[config.mk]
export PLATFORM = sky130hd
export DESIGN_NAME = pp_dma_chan
export DESIGN_NICKNAME = d
export VERILOG_FILES = /design/src/rtl/pp_dma_pkg.sv /design/src/rtl/pp_dma_sampler.sv /design/src/rtl/pp_dma_seq.sv /design/src/rtl/pp_dma_desc.sv /design/src/rtl/pp_dma_chan.sv
export SDC_FILE = /design/constraint.sdc
export NUM_CORES = 1
export LEC_CHECK = 0
export ABC_AREA = 1
export CAP_MARGIN = 20
export CORE_MARGIN = 2
export CORE_UTILIZATION = 40
export CTS_CLUSTER_SIZE = 16
export DETAILED_ROUTE_END_ITERATION = 10
export DONT_BUFFER_PORTS = 1
export GPL_ROUTABILITY_DRIVEN = 0
export GPL_TIMING_DRIVEN = 0
export PLACE_DENSITY = 0.54
export REMOVE_ABC_BUFFERS = 1
export SYNTH_ARGS = -nofsm -noshare
export SYNTH_HDL_FRONTEND = slang
export SYNTH_HIERARCHICAL = 1
export SYNTH_SLANG_ARGS = --single-unit
export TNS_END_PERCENT = 10
[constraint.sdc]
create_clock -name clk_i -period 2.7 [get_ports clk_i]
set_input_delay 0.27 -clock clk_i [delete_from_list [all_inputs] [get_ports clk_i]]
set_output_delay 0.27 -clock clk_i [all_outputs]
set_load 0.05 [all_outputs]
[src/rtl/pp_dma_pkg.sv]
package pp_dma_pkg;
  typedef enum logic {SPC_RF = 1'b0, SPC_MEM = 1'b1} space_e;
  localparam int unsigned NUM_TBL = 2;
endpackage

[src/rtl/pp_dma_sampler.sv]
module pp_dma_sampler #(
  parameter int unsigned DIV = 5
) (
  input  logic clk_i,
  input  logic rst_ni,
  input  logic req_i,
  input  logic prio_ok_i,
  input  logic en_i,
  input  logic busy_i,
  output logic tick_o,
  output logic start_o
);
  localparam int unsigned TW = (DIV > 2) ? $clog2(DIV) : 1;

  logic [TW-1:0] tcnt_q;
  logic          hold_q;

  assign tick_o  = (tcnt_q == TW'(DIV - 1));
  assign start_o = tick_o & en_i & (hold_q | req_i) & prio_ok_i & ~busy_i;

  always_ff @(posedge clk_i or negedge rst_ni) begin
    if (!rst_ni)     tcnt_q <= '0;
    else if (tick_o) tcnt_q <= '0;
    else             tcnt_q <= tcnt_q + 1'b1;
  end

  // pending request; dropped while disabled
  always_ff @(posedge clk_i or negedge rst_ni) begin
    if (!rst_ni)       hold_q <= 1'b0;
    else if (!en_i)    hold_q <= 1'b0;
    else if (start_o)  hold_q <= 1'b0;
    else if (req_i)    hold_q <= 1'b1;
  end

  p_tick_gap_r1: assert property (@(posedge clk_i) disable iff (!rst_ni)
    tick_o |=> !tick_o);
endmodule

[src/rtl/pp_dma_seq.sv]
module pp_dma_seq #(
  parameter int unsigned RF_CYC  = 8,
  parameter int unsigned MEM_CYC = 16
) (
  input  logic clk_i,
  input  logic rst_ni,
  input  logic start_i,
  input  logic mem_i,
  input  logic wait_i,
  output logic busy_o,
  output logic mem_o,
  output logic done_o
);
  localparam int unsigned MAXC = (RF_CYC > MEM_CYC) ? RF_CYC : MEM_CYC;
  localparam int unsigned CYW  = (MAXC > 2) ? $clog2(MAXC) : 1;

  logic           busy_q, mem_q, stall;
  logic [CYW-1:0] cyc_q, last;

  assign stall  = busy_q & mem_q & wait_i;
  assign last   = mem_q ? CYW'(MEM_CYC - 1) : CYW'(RF_CYC - 1);
  assign done_o = busy_q & ~stall & (cyc_q == last);
  assign busy_o = busy_q;
  assign mem_o  = mem_q;

  always_ff @(posedge clk_i or negedge rst_ni) begin
    if (!rst_ni) begin
      busy_q <= 1'b0;
      mem_q  <= 1'b0;
      cyc_q  <= '0;
    end else if (start_i) begin
      busy_q <= 1'b1;
      mem_q  <= mem_i;
      cyc_q  <= '0;
    end else if (done_o) begin
      busy_q <= 1'b0;
    end else if (busy_q && !stall) begin
      cyc_q  <= cyc_q + 1'b1;
    end
  end

  p_stall_holds_r4: assert property (@(posedge clk_i) disable iff (!rst_ni)
    busy_q && mem_q && wait_i |=> busy_q);
  p_no_restart_r10: assert property (@(posedge clk_i) disable iff (!rst_ni)
    busy_q |-> !start_i);
endmodule

[src/rtl/pp_dma_desc.sv]
module pp_dma_desc #(
  parameter int unsigned AW = 8,
  parameter int unsigned CW = 8
) (
  input  logic          clk_i,
  input  logic          rst_ni,
  input  logic          ld_i,
  input  logic          ld_tbl_i,
  input  logic [AW-1:0] ld_addr_i,
  input  logic [CW-1:0] ld_cnt_i,
  input  logic          adv_i,
  input  logic          swap_i,
  output logic [AW-1:0] addr_o,
  output logic          last_o,
  output logic          tbl_o
);
  import pp_dma_pkg::*;

  logic [AW-1:0] addr_q [NUM_TBL];
  logic [CW-1:0] cnt_q  [NUM_TBL];
  logic          tbl_q;

  assign addr_o = addr_q[tbl_q];
  assign last_o = (cnt_q[tbl_q] == CW'(1));
  assign tbl_o  = tbl_q;

  always_ff @(posedge clk_i or negedge rst_ni) begin
    if (!rst_ni) begin
      for (int t = 0; t < NUM_TBL; t++) begin
        addr_q[t] <= '0;
        cnt_q[t]  <= '0;
      end
    end else begin
      for (int t = 0; t < NUM_TBL; t++) begin
        if (ld_i && (ld_tbl_i == 1'(t))) begin
          addr_q[t] <= ld_addr_i;
          cnt_q[t]  <= ld_cnt_i;
        end else if (adv_i && (tbl_q == 1'(t))) begin
          addr_q[t] <= addr_q[t] + 1'b1;
          cnt_q[t]  <= cnt_q[t] - 1'b1;
        end
      end
    end
  end

  always_ff @(posedge clk_i or negedge rst_ni) begin
    if (!rst_ni)                       tbl_q <= 1'b0;
    else if (adv_i && last_o && swap_i) tbl_q <= ~tbl_q;
  end

  p_addr_step_r5: assert property (@(posedge clk_i) disable iff (!rst_ni)
    adv_i && !ld_i && !(last_o && swap_i) |=> addr_o == $past(addr_o) + 1'b1);
endmodule

[src/rtl/pp_dma_chan.sv]
module pp_dma_chan #(
  parameter int unsigned AW      = 8,
  parameter int unsigned CW      = 8,
  parameter int unsigned DIV     = 5,
  parameter int unsigned RF_CYC  = 8,
  parameter int unsigned MEM_CYC = 16
) (
  input  logic          clk_i,
  input  logic          rst_ni,
  input  logic          req_i,
  input  logic          prio_ok_i,
  input  logic          en_set_i,
  input  logic          swap_en_i,
  input  logic          mem_sel_i,
  input  logic          wait_i,
  input  logic          ld_i,
  input  logic          ld_tbl_i,
  input  logic [AW-1:0] ld_addr_i,
  input  logic [CW-1:0] ld_cnt_i,
  input  logic          eob_clr_i,
  output logic          bus_req_o,
  output logic          bus_mem_o,
  output logic [AW-1:0] bus_addr_o,
  output logic          xfer_done_o,
  output logic          en_o,
  output logic          tbl_o,
  output logic          eob_irq_o
);
  logic tick, start, busy, done, last, eob;
  logic en_q, eob_q;

  pp_dma_sampler #(.DIV(DIV)) u_smp (
    .clk_i, .rst_ni, .req_i, .prio_ok_i,
    .en_i(en_q), .busy_i(busy), .tick_o(tick), .start_o(start)
  );

  pp_dma_seq #(.RF_CYC(RF_CYC), .MEM_CYC(MEM_CYC)) u_seq (
    .clk_i, .rst_ni, .start_i(start), .mem_i(mem_sel_i), .wait_i,
    .busy_o(busy), .mem_o(bus_mem_o), .done_o(done)
  );

  pp_dma_desc #(.AW(AW), .CW(CW)) u_desc (
    .clk_i, .rst_ni, .ld_i, .ld_tbl_i, .ld_addr_i, .ld_cnt_i,
    .adv_i(done), .swap_i(swap_en_i), .addr_o(bus_addr_o),
    .last_o(last), .tbl_o(tbl_o)
  );

  assign eob = done & last;

  always_ff @(posedge clk_i or negedge rst_ni) begin
    if (!rst_ni)                 en_q <= 1'b0;
    else if (en_set_i)           en_q <= 1'b1;
    else if (eob && !swap_en_i)  en_q <= 1'b0;
  end

  // set wins over clear
  always_ff @(posedge clk_i or negedge rst_ni) begin
    if (!rst_ni)         eob_q <= 1'b0;
    else if (eob)        eob_q <= 1'b1;
    else if (eob_clr_i)  eob_q <= 1'b0;
  end

  assign bus_req_o   = busy;
  assign xfer_done_o = done;
  assign en_o        = en_q;
  assign eob_irq_o   = eob_q;

  p_start_on_tick_r1: assert property (@(posedge clk_i) disable iff (!rst_ni)
    $rose(busy) |-> $past(tick));
  p_off_blocks_r8: assert property (@(posedge clk_i) disable iff (!rst_ni)
    !en_q |-> !start);
  p_stop_clears_en_r8: assert property (@(posedge clk_i) disable iff (!rst_ni)
    eob && !swap_en_i && !en_set_i |=> !en_q);
  p_swap_keeps_en_r7: assert property (@(posedge clk_i) disable iff (!rst_ni)
    eob && swap_en_i |=> en_q && eob_q);
  p_swap_toggles_r6: assert property (@(posedge clk_i) disable iff (!rst_ni)
    eob && swap_en_i |=> tbl_o != $past(tbl_o));
  p_eob_sticky_r9: assert property (@(posedge clk_i) disable iff (!rst_ni)
    eob_q && !eob_clr_i |=> eob_q);
endmodule

==> flow_metrics.py <==
metrics = {
    "timing": {
        "fmax_mhz": 432.3,
        "hold_violations": 0,
        "tightest_slew_ps": 1051,
        "maxSlewHeadroom_pct": 29.47,
        "fin_crit_sh_pct": 85.68,
        "slew_viol_final": 0,
        "fin_skew_ps": 6.422,
        "rsz0062_at_grt": "no",
        "fin_crit_ps": 2313,
        "setup_viol": 0,
    },
    "routing": {
        "viasPerCell": 5.126,
        "first_pass_iters": 4,
        "wl_per_cell_um": 14.38,
        "ant_nets": 0,
        "vias": 2353,
        "drt-initial-drc-count": 114,
        "route.detailed.drc": 0,
        "drt_wl_total_mm": 6.601,
    },
    "setup_path": {
        "cp-endpoint": "u_desc/cnt_q[8]",
        "crit_path_cell_trace": "inv_2 -> nand2_1 -> nand3_4 -> nor2_4 -> nand2_1 -> nand2_2 -> inv_2 -> nand2_1 -> o221ai_1",
        "crit_type": "flop to flop",
        "required_ps": 2860,
        "crit_buf_inv": 2,
        "crit_path_start_kind": "flop",
        "cp_top_family": "simple AND/OR/NAND/NOR gates",
        "r2r_start": "u_seq/mem_o",
        "crit_path_end_kind": "flop",
        "crit_path_max_incr_delay_ps": 700,
        "reg2reg_slack_ps": 390,
        "cp-startpoint": "u_seq/mem_o",
        "reg2regPathDepth": 9,
        "crit_path_top_delay_cell": "dfrtp_1",
        "critPathMaxFanout": 7,
        "r2r_end": "u_desc/cnt_q[8]",
        "cp.arrival_ps": 2470,
        "crit_cells": 9,
        "crit_top_cell": "nand2_1",
    },
    "layout": {
        "antennaDiodeCount": 0,
        "fin_nets": 412,
        "layout_commonest_cell": "nand2_1",
        "final_area_um2": 3019,
        "area_growth_pct": 8.988,
        "final_cell_mix": "nand2_1 (101), inv_1 (51), dfrtp_1 (45)",
        "drive_gt1_share_pct": 11.35,
    },
    "floorplanning": {
        "ios": 41,
        "core_um2": 6756,
        "num_rows": 30,
        "initial_core_util_pct": 41.00,
        "die-area_um2": 7607,
        "die_h_um": 87.22,
        "die_x_um": 87.22,
    },
    "power_and_ir_drop": {
        "vdd_drop_max_v": 0.0003002,
        "sw_frac_of_total_pct": 43.73,
        "power.leakage_nw": 1.513,
        "power_frac_seq_pct": 44.7,
        "p_per_area_nw_per_um2": 758.2,
        "clockPowerShare_pct": 17.8,
        "power.total_mw": 2.289,
        "p_switching_mw": 1.001,
        "p_int_mw": 1.288,
        "combPwrFrac_pct": 37.6,
    },
    "outcome": {
        "status": "finished clean",
    },
    "run": {
        "maxCapViolCount": 0,
    },
    "logic_synthesis": {
        "synth_area_leaders": "dfrtp_1 (41%), nand2_1 (14%), nand3_1 (7.8%)",
        "ys_ff_latch": 45,
        "yosys_warnings": 6,
        "synthDistinctLibCells": 28,
        "yosysTopAreaCell": "dfrtp_1",
        "mappedNetlistArea_um2": 2770,
        "syn_avg_cell_area_um2": 7.507,
        "ys_seq_area_share_pct": 40.65,
        "synthCells": 369,
        "synth_top_area_share_pct": 40.65,
    },
    "grt": {
        "grt_antenna_before_repair": 0,
        "grt_pass1_vias": 2316,
        "grt_max_degree": 46,
        "gr-total-overflow": 0,
        "grt_pass1_wl_mm": 11.23,
        "grtUsageTotal_pct": 18.96,
    },
    "clock_network": {
        "clock_latency_ps": 300,
        "ctsLongestPathBuffers": 2,
        "cts_tree": "yes",
        "cts_setup_buffers": 0,
        "cts-root-buf": "clkbuf_8",
        "cts_buffers": 5,
        "clk_pin_slew_ps": 80,
        "cts.sinks": 45,
        "h-tree-depth": 2,
    },
    "placed_design": {
        "hpwl_mm": 4.861,
        "place_area_um2": 2897,
        "portBuffers": 0,
    },
    "worst_hold_path": {
        "hold_class": "input pin to flop",
    },
}
flip-flops by register name (all words and copies together), names as in the netlist:
signal	cells
u_seq/cyc_q	4
u_seq/mem_o	1
u_seq/busy_o	1
en_o	1
u_desc/tbl_o	1
eob_irq_o	1
u_desc/addr_q	16
u_desc/cnt_q	16
u_smp/tcnt_q	3
u_smp/hold_q	1
metal layers:
metal	wire length [um]	track usage (%)
met1	3252	26.14
met2	3007	30.53
met3	275	4.076
met4	66	4.615
met5	0	0
Yosys cell counts:
library cell and count:
buf_2 3, inv_2 11, bufinv_8 1, nand2_2 8, o21ai_1 3, nand2_4 4, nor2_2 3, o21bai_1 4
o221ai_1 9, o22ai_1 6, nor2_1 25, xnor2_1 4, or2_1 1, o211ai_1 4, nand3_1 43, nor2_4 3
nand2_1 101, clkinv_4 1, inv_1 51, buf_6 1, nand4_1 8, ha_1 7, a21o_1 1, o21ai_0 10
nand3_4 1, dfrtp_1 45, xor2_1 6, a21oi_1 5
cell type report:
cell class,instances,area (um^2)
tap,80,100.1
clock buffer,8,80.08
inverter,64,259.0
timing repair buffer,6,87.58
fill,699,3737
sequential,45,1126
multi-input combinational,256,1366
metrics by stage:
stage | util [%] | cells | setup TNS (ps) | worst slack (ps) | hold slack (ps)
floorplan | - | 365 | 0 | 46.44 | -25.59
global placement | 42.09 | 445 | -8443 | -388.6 | -24.15
detailed placement | 42.87 | 449 | 0 | 77.77 | -24.11
CTS | 44.61 | 459 | 0 | 61.26 | 50.42
global route | 44.69 | 459 | 0 | 235.5 | 46.30
finish | 44.69 | 459 | 0 | 386.8 | 63.15
power by group through the flow:
stage | clock network (mW) | logic [mW] | registers [mW]
after floorplan | 0 | 0.696 | 1.00
after global placement | 0 | 0.795 | 1.04
after detailed placement | 0 | 0.837 | 1.03
after CTS | 0.429 | 0.861 | 1.02
after global routing | 0.455 | 0.975 | 1.04
final | 0.406 | 0.860 | 1.02
worst min-delay path by stage:
stage / startpoint / endpoint / depth (start not counted)
floorplan: rst_ni / en_o / 0
global placement: rst_ni / u_seq/cyc_q[3] / 0
detailed placement: rst_ni / u_desc/addr_q[11] / 0
CTS: eob_clr_i / eob_irq_o / 1
global route: eob_clr_i / eob_irq_o / 1
finish: eob_clr_i / eob_irq_o / 1
repair_timing:
action / 4_1_cts / 5_1_grt
setup endpoints to repair: 0 / 10
gates resized for setup: 0 / 1
endpoints found under the hold margin: 45 / 0
hold buffers: 2 / 0
cell families after synthesis:
logic type / synth area share [%]
compound gates: 9.892
xor+xnor: 3.162
buf+inv: 10.30
simple gates: 32.84
flops: 40.65
fa+ha+maj: 3.162
Note: power is estimated with default switching activity, not from simulation.
